## src/rtl/serdac_pkg.sv

```systemverilog
package serdac_pkg;
    localparam int CODE_W = 16;

    typedef struct packed {
        logic [CODE_W-1:0] code;
        logic [CODE_W-1:0] hold;
        logic              pend;
        logic              upd;
        logic              err;
    } latch_state_t;
endpackage

```

## src/rtl/serdac_sync.sv

```systemverilog
module serdac_sync #(
    parameter int          N       = 4,
    parameter int          STAGES  = 2,
    parameter logic [N-1:0] RST_VAL = '0
) (
    input  logic         clk,
    input  logic         rst_n,
    input  logic [N-1:0] async_in,
    output logic [N-1:0] sync_out
);
    logic [N-1:0] chain_q [STAGES];
    logic [N-1:0] chain_d [STAGES];

    always_comb begin
        chain_d[0] = async_in;
        for (int s = 1; s < STAGES; s++) chain_d[s] = chain_q[s-1];
    end

    generate
        for (genvar g = 0; g < STAGES; g++) begin : g_stage
            always_ff @(posedge clk or negedge rst_n) begin
                if (!rst_n) chain_q[g] <= RST_VAL;
                else        chain_q[g] <= chain_d[g];
            end
        end
    endgenerate

    assign sync_out = chain_q[STAGES-1];
endmodule

```

## src/rtl/serdac_shifter.sv

```systemverilog
module serdac_shifter #(
    parameter int W = 16,
    localparam int CW = $clog2(W + 2)
) (
    input  logic         clk,
    input  logic         rst_n,
    input  logic         cs_low,
    input  logic         cs_fall,
    input  logic         cs_rise,
    input  logic         sclk_rise,
    input  logic         din,
    output logic [W-1:0] word,
    output logic         done,
    output logic         valid
);
    localparam logic [CW-1:0] FULL = CW'(W);
    localparam logic [CW-1:0] OVER = CW'(W + 1);

    typedef struct packed {
        logic [W-1:0]  sh;
        logic [CW-1:0] cnt;
    } shift_state_t;

    shift_state_t q, d;

    always_comb begin
        d = q;
        if (cs_fall) begin
            d.cnt = '0;
        end else if (cs_low && sclk_rise && !cs_rise) begin
            d.sh = {q.sh[W-2:0], din};
            if (q.cnt != OVER) d.cnt = q.cnt + 1'b1;
        end
    end

    always_ff @(posedge clk or negedge rst_n) begin
        if (!rst_n) q <= '0;
        else        q <= d;
    end

    assign word  = q.sh;
    assign done  = cs_rise;
    assign valid = (q.cnt == FULL);
endmodule

```

## src/rtl/serdac_latch.sv

```systemverilog
module serdac_latch
    import serdac_pkg::*;
(
    input  logic              clk,
    input  logic              rst_n,
    input  logic              four_wire,
    input  logic              done,
    input  logic              valid,
    input  logic [CODE_W-1:0] word,
    input  logic              ld_fall,
    output logic [CODE_W-1:0] code,
    output logic              update,
    output logic              error,
    output logic              pending
);
    latch_state_t q, d;

    always_comb begin
        d     = q;
        d.upd = 1'b0;
        d.err = 1'b0;
        if (four_wire && ld_fall && q.pend) begin
            d.code = q.hold;
            d.pend = 1'b0;
            d.upd  = 1'b1;
        end
        if (done) begin
            if (!valid) begin
                d.err = 1'b1;
            end else if (four_wire) begin
                d.hold = word;
                d.pend = 1'b1;
            end else begin
                d.code = word;
                d.upd  = 1'b1;
            end
        end
    end

    always_ff @(posedge clk or negedge rst_n) begin
        if (!rst_n) q <= '0;
        else        q <= d;
    end

    assign code    = q.code;
    assign update  = q.upd;
    assign error   = q.err;
    assign pending = q.pend;
endmodule

```

## src/rtl/serdac_rx.sv

```systemverilog
module serdac_rx
    import serdac_pkg::*;
#(
    parameter int SYNC_STAGES = 2
) (
    input  logic              clk,
    input  logic              rst_n,
    input  logic              sclk_in,
    input  logic              csn_in,
    input  logic              din_in,
    input  logic              ldac_n,
    input  logic              four_wire,
    output logic [CODE_W-1:0] dac_code,
    output logic              dac_update,
    output logic              frame_error
);
    // bit order in the synchronized vector: {ldac, cs, din, sclk}
    localparam logic [3:0] IDLE_LVL = 4'b1100;

    typedef struct packed {
        logic ld;
        logic cs;
        logic sclk;
    } prev_t;

    logic [3:0] sync_v;
    prev_t      prev_q, prev_d;
    logic       sclk_rise, cs_fall, cs_rise, ld_fall;
    logic [CODE_W-1:0] word;
    logic       done, valid, pend;

    serdac_sync #(.N(4), .STAGES(SYNC_STAGES), .RST_VAL(IDLE_LVL)) u_sync (
        .clk      (clk),
        .rst_n    (rst_n),
        .async_in ({ldac_n, csn_in, din_in, sclk_in}),
        .sync_out (sync_v)
    );

    always_comb begin
        prev_d.ld   = sync_v[3];
        prev_d.cs   = sync_v[2];
        prev_d.sclk = sync_v[0];
        sclk_rise   = sync_v[0] && !prev_q.sclk;
        cs_fall     = !sync_v[2] && prev_q.cs;
        cs_rise     = sync_v[2] && !prev_q.cs;
        ld_fall     = !sync_v[3] && prev_q.ld;
    end

    always_ff @(posedge clk or negedge rst_n) begin
        if (!rst_n) prev_q <= '{ld: 1'b1, cs: 1'b1, sclk: 1'b0};
        else        prev_q <= prev_d;
    end

    serdac_shifter #(.W(CODE_W)) u_shift (
        .clk       (clk),
        .rst_n     (rst_n),
        .cs_low    (!sync_v[2]),
        .cs_fall   (cs_fall),
        .cs_rise   (cs_rise),
        .sclk_rise (sclk_rise),
        .din       (sync_v[1]),
        .word      (word),
        .done      (done),
        .valid     (valid)
    );

    serdac_latch u_latch (
        .clk       (clk),
        .rst_n     (rst_n),
        .four_wire (four_wire),
        .done      (done),
        .valid     (valid),
        .word      (word),
        .ld_fall   (ld_fall),
        .code      (dac_code),
        .update    (dac_update),
        .error     (frame_error),
        .pending   (pend)
    );
endmodule

```

## config.mk

```make
export PLATFORM = sky130hd
export DESIGN_NAME = serdac_rx
export DESIGN_NICKNAME = d
export VERILOG_FILES = /design/src/rtl/serdac_pkg.sv /design/src/rtl/serdac_sync.sv /design/src/rtl/serdac_shifter.sv /design/src/rtl/serdac_latch.sv /design/src/rtl/serdac_rx.sv
export SDC_FILE = /design/constraint.sdc
export NUM_CORES = 1
export LEC_CHECK = 0
export CORE_MARGIN = 2
export CORE_UTILIZATION = 50
export DETAILED_ROUTE_END_ITERATION = 10
export PLACE_DENSITY = 0.7
export SKIP_CTS_REPAIR_TIMING = 1
export SLEW_MARGIN = 20
export SYNTH_ARGS = -nofsm -noshare
export SYNTH_HDL_FRONTEND = slang
export SYNTH_SLANG_ARGS = --single-unit
```

## constraint.sdc

```tcl
create_clock -name clk -period 2.7 [get_ports clk]
set_clock_uncertainty 0.15 [all_clocks]
set_input_delay 0.54 -clock clk [delete_from_list [all_inputs] [get_ports clk]]
set_output_delay 0.54 -clock clk [all_outputs]
set_load 0.03 [all_outputs]
```

==> Yosys cells after proc, flatten, opt, wreduce, memory -nomap -nowiden <==
Cells that the tools add are included.
{ "totals": {"reg_bits": 67, "elab_cells": 45} }
{ "op_classes": {"n_addsub": 1, "eq_ne": 2, "muxes": 11, "bitwise": 1, "n_reduce_logical": 18} }
{ "op_table": {"columns": ["op", "count"], "rows": [
  ["$mux W35", 1],
  ["$mux W34", 1],
  ["$mux W16", 2],
  ["$mux W17", 1],
  ["$mux W5", 3],
  ["$logic_and A1 B1 Y1", 8],
  ["$add A5 B1 Y5 const B", 1],
  ["$eq A5 B5 Y1 const B", 1],
  ["$logic_not A1 Y1", 5],
  ["$ne A5 B5 Y1 const B", 1],
  ["$reduce_and A2 Y1", 2],
  ["$reduce_bool A2 Y1", 2],
  ["$reduce_and A3 Y1", 1],
  ["$mux W1", 2],
  ["$mux W2", 1],
  ["$not A1 Y1", 1]
]} }

==> Logic depth before layout (Yosys ltp) <==
Gate-level depths: netlist of run 1.
{ "logic_depth": {"word_depth": 8, "ltp_mapped": 7} }

==> Hierarchy <==
Synthesis of run 1 repeated with hierarchy kept, for this count alone.
{ "unflattened": {"cells_unflattened": 245, "hier_area_um2": 2980.4} }
{ "modules_own_cells": {"columns": ["mod", "instances", "cells_each", "area_per_inst_um2", "seq_area_each_um2"], "rows": [
  ["serdac_latch", 1, 147, 1616.6, 875.8],
  ["serdac_shifter", 1, 82, 1049.8, 525.5],
  ["serdac_sync", 1, 8, 205.2, 205.2],
  ["serdac_rx", 1, 8, 108.9, 77.6]
]} }

==> Worst setup path after synthesis of run 1 <==
OpenSTA, ideal clock, no wires.
{ "synth_timing": {"path_type": "flip-flop to flip-flop", "startpoint": "register u_shift.q[0] in the netlist's numbering", "endpoint": "register u_latch.q[10] in the netlist's numbering", "arrival_time_ns": 1.573, "slack_ns": 0.852, "path_stages_with_launch": 8, "n_path_buf": 2, "synth_period_minus_slack_ns": 1.848, "cell_sequence": "dfrtp_1 inv_1 ha_1 and4bb_1 and4b_1 buf_6 buf_8 mux2_4"} }
{ "synth_between": {"elab_chain_cells": 2} }
{ "synth_rtl": {"columns": ["item", "line_no", "text"], "rows": [
  ["start, declared", "serdac_shifter.sv:24", "shift_state_t q, d;"],
  ["start signal, assigned", "serdac_shifter.sv:37", "if (!rst_n) q <= '0;"],
  ["start signal, assigned", "serdac_shifter.sv:38", "else q <= d;"],
  ["$eq A5 B5 Y1", "serdac_shifter.sv:43", "assign valid = (q.cnt == FULL);"],
  ["$reduce_and A3 Y1 (no line)", null, null],
  ["end signal, assigned", "serdac_latch.sv:41", "if (!rst_n) q <= '0;"],
  ["end signal, assigned", "serdac_latch.sv:42", "else q <= d;"],
  ["end, declared", "serdac_latch.sv:16", "latch_state_t q, d;"]
]} }
No other way between the ends.
A chain may end at the register's enable or synchronous reset.

==> Worst setup path after layout of run 1 <==
{ "layout_timing": {"startpoint": "register u_latch.q (netlist bit u_latch.code[5])", "endpoint": "output dac_code[5]"} }
{ "layout_rtl": {"columns": ["item", "line_no", "text"], "rows": [
  ["end, declared", "serdac_rx.sv:13", "output logic [CODE_W-1:0] dac_code,"]
]} }
No word-level cell between the ends.

==> flow_results.xml, run 1 <==
<?xml version="1.0" encoding="UTF-8"?>
<metrics>
  <group name="outcome">
    <metric name="run_status" unit="">finished, final reports clean</metric>
  </group>
  <group name="floorplan">
    <metric name="floorplan.initialDensity" unit="">0.521</metric>
    <metric name="row_count" unit="">27</metric>
    <metric name="chipHeight" unit="um">80.2</metric>
    <metric name="fp.dieArea" unit="um^2">6440</metric>
    <metric name="die_width" unit="um">80.2</metric>
    <metric name="core-area" unit="um^2">5570</metric>
    <metric name="boundaryPins" unit="">25</metric>
  </group>
  <group name="job">
    <metric name="maxCapViolCount" unit="">0</metric>
  </group>
  <group name="sta">
    <metric name="rsz0062_at_grt" unit="">false</metric>
    <metric name="timing.final.max_slew_violations" unit="">0</metric>
    <metric name="final_hold_viol_count" unit="">0</metric>
    <metric name="timing.fmax" unit="MHz">484</metric>
    <metric name="layout_min_cycle_time" unit="ps">2070</metric>
    <metric name="max-slew-margin-rel" unit="">0.488</metric>
    <metric name="worst-slew-pin-transition" unit="ps">757</metric>
    <metric name="fin_crit_sh" unit="">0.765</metric>
    <metric name="totalNegativeSetupSlack" unit="ps">0</metric>
    <metric name="setup_violation_total_in_the_final_timing_report" unit="">0</metric>
  </group>
  <group name="global_routing">
    <metric name="grt_start_max_net_pins" unit="">34</metric>
    <metric name="grt_pass1_vias" unit="">1648</metric>
    <metric name="first_pass_grt_wire_length" unit="um">7760</metric>
    <metric name="grt_antenna_before_repair" unit="">0</metric>
    <metric name="overflow" unit="">0</metric>
    <metric name="grt_use_total" unit="">0.162</metric>
  </group>
  <group name="setup_path">
    <metric name="critPathSlowestCell" unit="">sky130_fd_sc_hd__clkdlybuf4s50_1</metric>
    <metric name="crit_path_start_kind" unit="">register</metric>
    <metric name="worst_ep_required_time" unit="ps">2010</metric>
    <metric name="data_arrival_time_of_the_critical_path" unit="ps">1380</metric>
    <metric name="timing.critical_path.cells" unit="">clkdlybuf4s50_1</metric>
    <metric name="crit_type" unit="">register to primary output</metric>
    <metric name="worst_path_dominant_cell_family" unit="">buffers and inverters</metric>
    <metric name="worstPathMaxFanout" unit="">2</metric>
    <metric name="endpoint_kind" unit="">primary output</metric>
    <metric name="crit_path_max_incr_delay" unit="ps">680</metric>
    <metric name="cp.buffers_inverters" unit="">1</metric>
  </group>
  <group name="logic_synthesis">
    <metric name="yosys_warnings" unit="">0</metric>
    <metric name="post_synth_inst_count" unit="">190</metric>
    <metric name="avgSynthCellArea" unit="um^2">15.3</metric>
    <metric name="synth.ff_latch_count" unit="">67</metric>
    <metric name="post_synth_instance_area" unit="um^2">2910</metric>
    <metric name="synth.net_count" unit="">200</metric>
    <metric name="yosysUniqueCellTypes" unit="">28</metric>
    <metric name="synth-seq-area-share" unit="">0.580</metric>
  </group>
  <group name="clock_network">
    <metric name="cts_sinks" unit="">67</metric>
    <metric name="worstSkewPairLatency" unit="ps">340</metric>
    <metric name="number_of_buffers_on_the_longest_clock_path" unit="">2</metric>
    <metric name="total_cts_buffers" unit="">9</metric>
    <metric name="cts_htree_levels" unit="">3</metric>
    <metric name="clkSlewWorstSetupHoldPaths" unit="ps">70</metric>
    <metric name="tritoncts" unit="">built</metric>
    <metric name="clock-root-buffer" unit="">sky130_fd_sc_hd__clkbuf_8</metric>
  </group>
  <group name="route">
    <metric name="vias" unit="">1503</metric>
    <metric name="routed_wl" unit="um">4430</metric>
    <metric name="detail-route-antenna-nets" unit="">0</metric>
    <metric name="drt_pass1_iterations" unit="">6</metric>
    <metric name="wl_per_cell" unit="um">15.5</metric>
    <metric name="drc" unit="">0</metric>
    <metric name="viasPerCell" unit="">5.27</metric>
    <metric name="drt_first_iter_violations" unit="">77</metric>
  </group>
  <group name="final_layout">
    <metric name="syn_to_final_growth" unit="%">14.2</metric>
    <metric name="fillCellCount" unit="">429</metric>
    <metric name="final_core_utilization" unit="">0.595</metric>
    <metric name="net_count_reported_at_finish" unit="">218</metric>
    <metric name="drive_above_1_share" unit="">0.432</metric>
    <metric name="diodes" unit="">0</metric>
  </group>
  <group name="placement">
    <metric name="place.gp.congestion" unit="">0.721</metric>
    <metric name="place.detailed.hpwl" unit="um">2940</metric>
    <metric name="buffer_ports.inserted" unit="">24</metric>
  </group>
  <group name="worst_hold_path">
    <metric name="hp-class" unit="">register to register</metric>
  </group>
  <group name="pwr">
    <metric name="p_leak" unit="uW">0.00161</metric>
    <metric name="ir_worst_vdd" unit="mV">0.376</metric>
    <metric name="power_density" unit="nW/um^2">622</metric>
  </group>
</metrics>
==> per-layer routing <==
metal,track usage,part of all wire,up-vias
met3,0.0393,0.032,8
met1,0.206,0.45,773
met2,0.248,0.50,29
met4,0.100,0.018,0
li1,-,-,693
met5,0,0,-
==> sequential cells by signal (all words and copies together), names as in the netlist <==
signal	count
prev_q	3
u_latch.code	16
u_latch.error	1
u_latch.pending	1
u_latch.q	16
u_latch.update	1
u_shift.q	5
u_shift.word	16
u_sync.chain_d	4
u_sync.sync_out	4
==> kinds of logic (layout without fill, tap and decap cells) <==
family,after synthesis,count (layout),share of synthesized area
fa+ha+maj,3,3,0.0129
compound gates,10,10,0.0198
simple gates,22,22,0.0620
flops,67,67,0.580
mux,64,64,0.260
buf+inv,24,47,0.0659
==> final cells by class <==
class / count / area [um^2] / area share
clock buffer: 11 / 141 / 0.0426
sequential: 67 / 1680 / 0.508
timing repair buffer: 29 / 288 / 0.0867
multi-input combinational: 99 / 1030 / 0.310
inverter: 2 / 7.51 / 0.00226
clock inverter: 5 / 77.6 / 0.0234
tap: 72 / 90.1 / 0.0271
==> cell usage in the layout, fill, tap and decap left out, types with 2 or more instances in the layout <==
master,synthesis,final
sky130_fd_sc_hd__nand2_1,5,5
sky130_fd_sc_hd__a21oi_1,4,4
sky130_fd_sc_hd__clkbuf_8,0,10
sky130_fd_sc_hd__dfrtp_1,61,61
sky130_fd_sc_hd__nor3b_1,2,2
sky130_fd_sc_hd__or3_1,4,4
sky130_fd_sc_hd__o21ai_0,3,3
sky130_fd_sc_hd__dfstp_2,6,6
sky130_fd_sc_hd__ha_1,3,3
sky130_fd_sc_hd__clkinv_2,0,2
sky130_fd_sc_hd__mux2_2,55,55
sky130_fd_sc_hd__inv_1,2,2
sky130_fd_sc_hd__mux2_4,9,9
sky130_fd_sc_hd__bufinv_16,0,2
sky130_fd_sc_hd__clkdlybuf4s50_1,0,23
sky130_fd_sc_hd__buf_4,19,3
==> worst paths after layout <==
check / from / end / slack (ps) / cells past startpoint
min: u_sync.chain_d[0] / u_sync.sync_out[0] / 200 / 0
max reg2reg: u_shift.q[0] / u_latch.q[3] / 720 / 6
min in group asynchronous: rst_n / u_latch.code[6] / 470 / 2
min reg2reg: u_sync.chain_d[0] / u_sync.sync_out[0] / 200 / 0
max: u_latch.code[5] / dac_code[5] / 630 / 1
max in group asynchronous: rst_n / u_sync.chain_d[3] / 1200 / 3
==> synthesized netlist by cell type (all sizes together) <==
library cell / number / area, um^2
a21o: 1 / 7.51
a21oi: 4 / 20.0
and4b: 1 / 10.0
and4bb: 1 / 12.5
buf: 22 / 184
dfrtp: 61 / 1530
dfstp: 6 / 158
ha: 3 / 37.5
inv: 2 / 7.51
mux2: 64 / 754
nand2: 5 / 18.8
nand2b: 1 / 6.26
nand3: 1 / 5.00
nand3b: 1 / 7.51
nand4b: 1 / 23.8
nand4bb: 1 / 11.3
nor2: 1 / 20.0
nor2b: 1 / 6.26
nor3b: 2 / 15.0
nor4bb: 1 / 10.0
o211ai: 1 / 7.51
o21ai: 3 / 15.0
o31ai: 1 / 7.51
or3: 4 / 25.0
or3b: 1 / 8.76
==> through the flow <==
step,instances,hold slack (ps),worst slack (ps),area (um^2),total power [uW]
2_1_floorplan,190,94.4,852,2910,1140
3_3_place_gp,268,183,344,3090,1180
3_5_place_dp,268,186,317,3090,1190
4_1_cts,284,-79.1,604,3310,2090
5_1_grt,285,212,575,3320,2150
6_report,285,198,635,3320,2060
==> where the power goes <==
part	total [uW]	switching, uW	internal [uW]
logic	84.4	40.5	43.8
clock network	894	352	542
registers	1080	35.9	1050
total	2060	428	1630
(Power assumes the default switching activity.)
==> inputs of run 2 (changes only) <==
==> constraint.sdc (replaced) <==
create_clock -name clk -period 2 [get_ports clk]
set_clock_uncertainty 0.15 [all_clocks]
set_input_delay 0.4 -clock clk [delete_from_list [all_inputs] [get_ports clk]]
set_output_delay 0.4 -clock clk [all_outputs]
set_load 0.03 [all_outputs]
==> run 2 against run 1 <==
Against the previous run: clock power increased by 45%; via count decreased by 0.53%; die area unchanged; non-clock buffer count increased by 6; global-route usage decreased by 0.86 points; combinational power increased by 49%; utilization increased by 1.8 points.
==> flow_results.xml, run 2 (synthesis results as in run 1) <==
<?xml version="1.0" encoding="UTF-8"?>
<metrics>
  <group name="outcome">
    <metric name="run_status" unit="">finished, final reports clean</metric>
  </group>
  <group name="global_routing">
    <metric name="grt_start_max_net_pins" unit="">38</metric>
    <metric name="grt_pass1_vias" unit="">1570</metric>
    <metric name="first_pass_grt_wire_length" unit="um">7370</metric>
    <metric name="overflow" unit="">0</metric>
    <metric name="grt_use_total" unit="">0.153</metric>
    <metric name="grt_antenna_before_repair" unit="">0</metric>
  </group>
  <group name="final_layout">
    <metric name="fin_cells" unit="">291</metric>
    <metric name="layout_commonest_cell" unit="">sky130_fd_sc_hd__dfrtp_1</metric>
    <metric name="ff_latch_area" unit="um^2">1680</metric>
    <metric name="final_cell_mix" unit="">sky130_fd_sc_hd__dfrtp_1 (61), sky130_fd_sc_hd__mux2_2 (55), sky130_fd_sc_hd__clkdlybuf4s50_1 (23), sky130_fd_sc_hd__clkbuf_8 (13), sky130_fd_sc_hd__mux2_4 (9)</metric>
    <metric name="multiInputGateArea" unit="um^2">1030</metric>
    <metric name="net_count_reported_at_finish" unit="">224</metric>
    <metric name="diodes" unit="">0</metric>
    <metric name="final_core_utilization" unit="">0.614</metric>
    <metric name="drive_above_1_share" unit="">0.457</metric>
    <metric name="fillCellCount" unit="">426</metric>
    <metric name="syn_to_final_growth" unit="%">17.7</metric>
  </group>
  <group name="worst_hold_path">
    <metric name="hp-class" unit="">register to register</metric>
    <metric name="hold-path-cell-count" unit="">0</metric>
  </group>
  <group name="route">
    <metric name="vias" unit="">1495</metric>
    <metric name="viasPerCell" unit="">5.14</metric>
    <metric name="wl_per_cell" unit="um">15.1</metric>
    <metric name="detail-route-antenna-nets" unit="">0</metric>
    <metric name="drt_first_iter_violations" unit="">48</metric>
    <metric name="drc" unit="">0</metric>
    <metric name="drt_pass1_iterations" unit="">4</metric>
    <metric name="routed_wl" unit="um">4380</metric>
  </group>
  <group name="clock_network">
    <metric name="clock-root-buffer" unit="">sky130_fd_sc_hd__clkbuf_8</metric>
    <metric name="clkSlewWorstSetupHoldPaths" unit="ps">70</metric>
    <metric name="cts_sinks" unit="">67</metric>
    <metric name="total_cts_buffers" unit="">9</metric>
    <metric name="number_of_buffers_on_the_longest_clock_path" unit="">2</metric>
    <metric name="tritoncts" unit="">built</metric>
    <metric name="worstSkewPairLatency" unit="ps">320</metric>
    <metric name="cts_htree_levels" unit="">3</metric>
  </group>
  <group name="sta">
    <metric name="fin_crit_sh" unit="">0.963</metric>
    <metric name="timing.final.max_slew_violations" unit="">0</metric>
    <metric name="fin_hold_ws" unit="ps">199</metric>
    <metric name="max-slew-margin-rel" unit="">0.575</metric>
    <metric name="layout_min_cycle_time" unit="ps">1930</metric>
    <metric name="totalNegativeSetupSlack" unit="ps">0</metric>
    <metric name="setup_slack" unit="ps">74.6</metric>
    <metric name="worst-slew-pin-transition" unit="ps">629</metric>
    <metric name="setup_violation_total_in_the_final_timing_report" unit="">0</metric>
    <metric name="rsz0062_at_grt" unit="">false</metric>
    <metric name="final_hold_viol_count" unit="">0</metric>
    <metric name="timing.fmax" unit="MHz">519</metric>
  </group>
  <group name="pwr">
    <metric name="ir_worst_vdd" unit="mV">0.561</metric>
    <metric name="power_density" unit="nW/um^2">846</metric>
    <metric name="sw_frac_of_total" unit="">0.198</metric>
    <metric name="power_frac_clock" unit="">0.451</metric>
    <metric name="power_frac_comb" unit="">0.043</metric>
    <metric name="p_leak" unit="uW">0.00166</metric>
    <metric name="internal_power" unit="uW">2320</metric>
    <metric name="p_sw" unit="uW">573</metric>
    <metric name="reg_power_frac" unit="">0.505</metric>
  </group>
  <group name="floorplan">
    <metric name="boundaryPins" unit="">25</metric>
    <metric name="floorplan.initialDensity" unit="">0.521</metric>
    <metric name="chipHeight" unit="um">80.2</metric>
    <metric name="core-area" unit="um^2">5570</metric>
    <metric name="fp.dieArea" unit="um^2">6440</metric>
    <metric name="row_count" unit="">27</metric>
    <metric name="die_width" unit="um">80.2</metric>
  </group>
  <group name="placement">
    <metric name="place.detailed.hpwl" unit="um">2860</metric>
    <metric name="placed_cells_incl_taps" unit="">272</metric>
    <metric name="place.gp.congestion" unit="">0.716</metric>
    <metric name="place_worst_setup_slack" unit="ps">-104</metric>
    <metric name="buffer_ports.inserted" unit="">24</metric>
  </group>
  <group name="setup_path">
    <metric name="reg2reg_depth" unit="">6</metric>
    <metric name="worst_path_dominant_cell_family" unit="">buffers and inverters</metric>
    <metric name="worstPathMaxFanout" unit="">2</metric>
    <metric name="cp.depth" unit="">1</metric>
    <metric name="crit_type" unit="">register to primary output</metric>
    <metric name="worst_ep_required_time" unit="ps">1450</metric>
    <metric name="endpoint_kind" unit="">primary output</metric>
    <metric name="critPathSlowestCell" unit="">sky130_fd_sc_hd__clkdlybuf4s50_1</metric>
    <metric name="crit_path_max_incr_delay" unit="ps">680</metric>
    <metric name="timing.critical_path.cells" unit="">clkdlybuf4s50_1</metric>
    <metric name="crit_path_start_kind" unit="">register</metric>
    <metric name="data_arrival_time_of_the_critical_path" unit="ps">1380</metric>
    <metric name="cp.buffers_inverters" unit="">1</metric>
  </group>
  <group name="job">
    <metric name="maxCapViolCount" unit="">0</metric>
  </group>
</metrics>
run 2: layer usage:
| metal | track usage | part of all wire | wire length, um | vias to the layer above |
|---|---|---|---|---|
| li1 | - | - | - | 701 |
| met1 | 0.200 | 0.47 | 2050 | 770 |
| met5 | 0 | 0 | 0 | - |
| met2 | 0.234 | 0.49 | 2160 | 20 |
| met3 | 0.0393 | 0.030 | 133 | 4 |
| met4 | 0.0814 | 0.0094 | 41 | 0 |
run 2: power groups by stage:
| stage | combinational, uW | clock [uW] | sequential, uW |
|---|---|---|---|
| floorplan | 62.7 | 0 | 1480 |
| CTS | 125 | 1340 | 1460 |
| detailed placement | 124 | 0 | 1490 |
| global route | 141 | 1410 | 1470 |
| global placement | 116 | 0 | 1480 |
| finish | 126 | 1300 | 1460 |
run 2: layout make-up:
type                    count  share of cell area
multi-input cells          99               0.301
clock inverters             3              0.0198
flip-flops and latches     67               0.492
repair buffers             35               0.106
well taps                  72              0.0263
inverters                   2             0.00219
clock buffers              13              0.0523
run 2: worst paths after layout:
kind,end,slack (ps),startpoint
min,u_sync.sync_out[0],200,u_sync.chain_d[0]
max,dac_code[6],70,u_latch.code[6]
max in group asynchronous,u_latch.code[15],870,rst_n
min reg2reg,u_sync.sync_out[0],200,u_sync.chain_d[0]
min in group asynchronous,u_shift.q[1],480,rst_n
max reg2reg,u_latch.q[3],90,u_shift.q[1]
run 2: metrics by stage:
step           instance area [um^2]  power, uW
6_report                       3420       2890
5_1_grt                        3420       3020
4_1_cts                        3390       2920
3_5_place_dp                   3140       1610
3_3_place_gp                   3140       1600
2_1_floorplan                  2910       1540
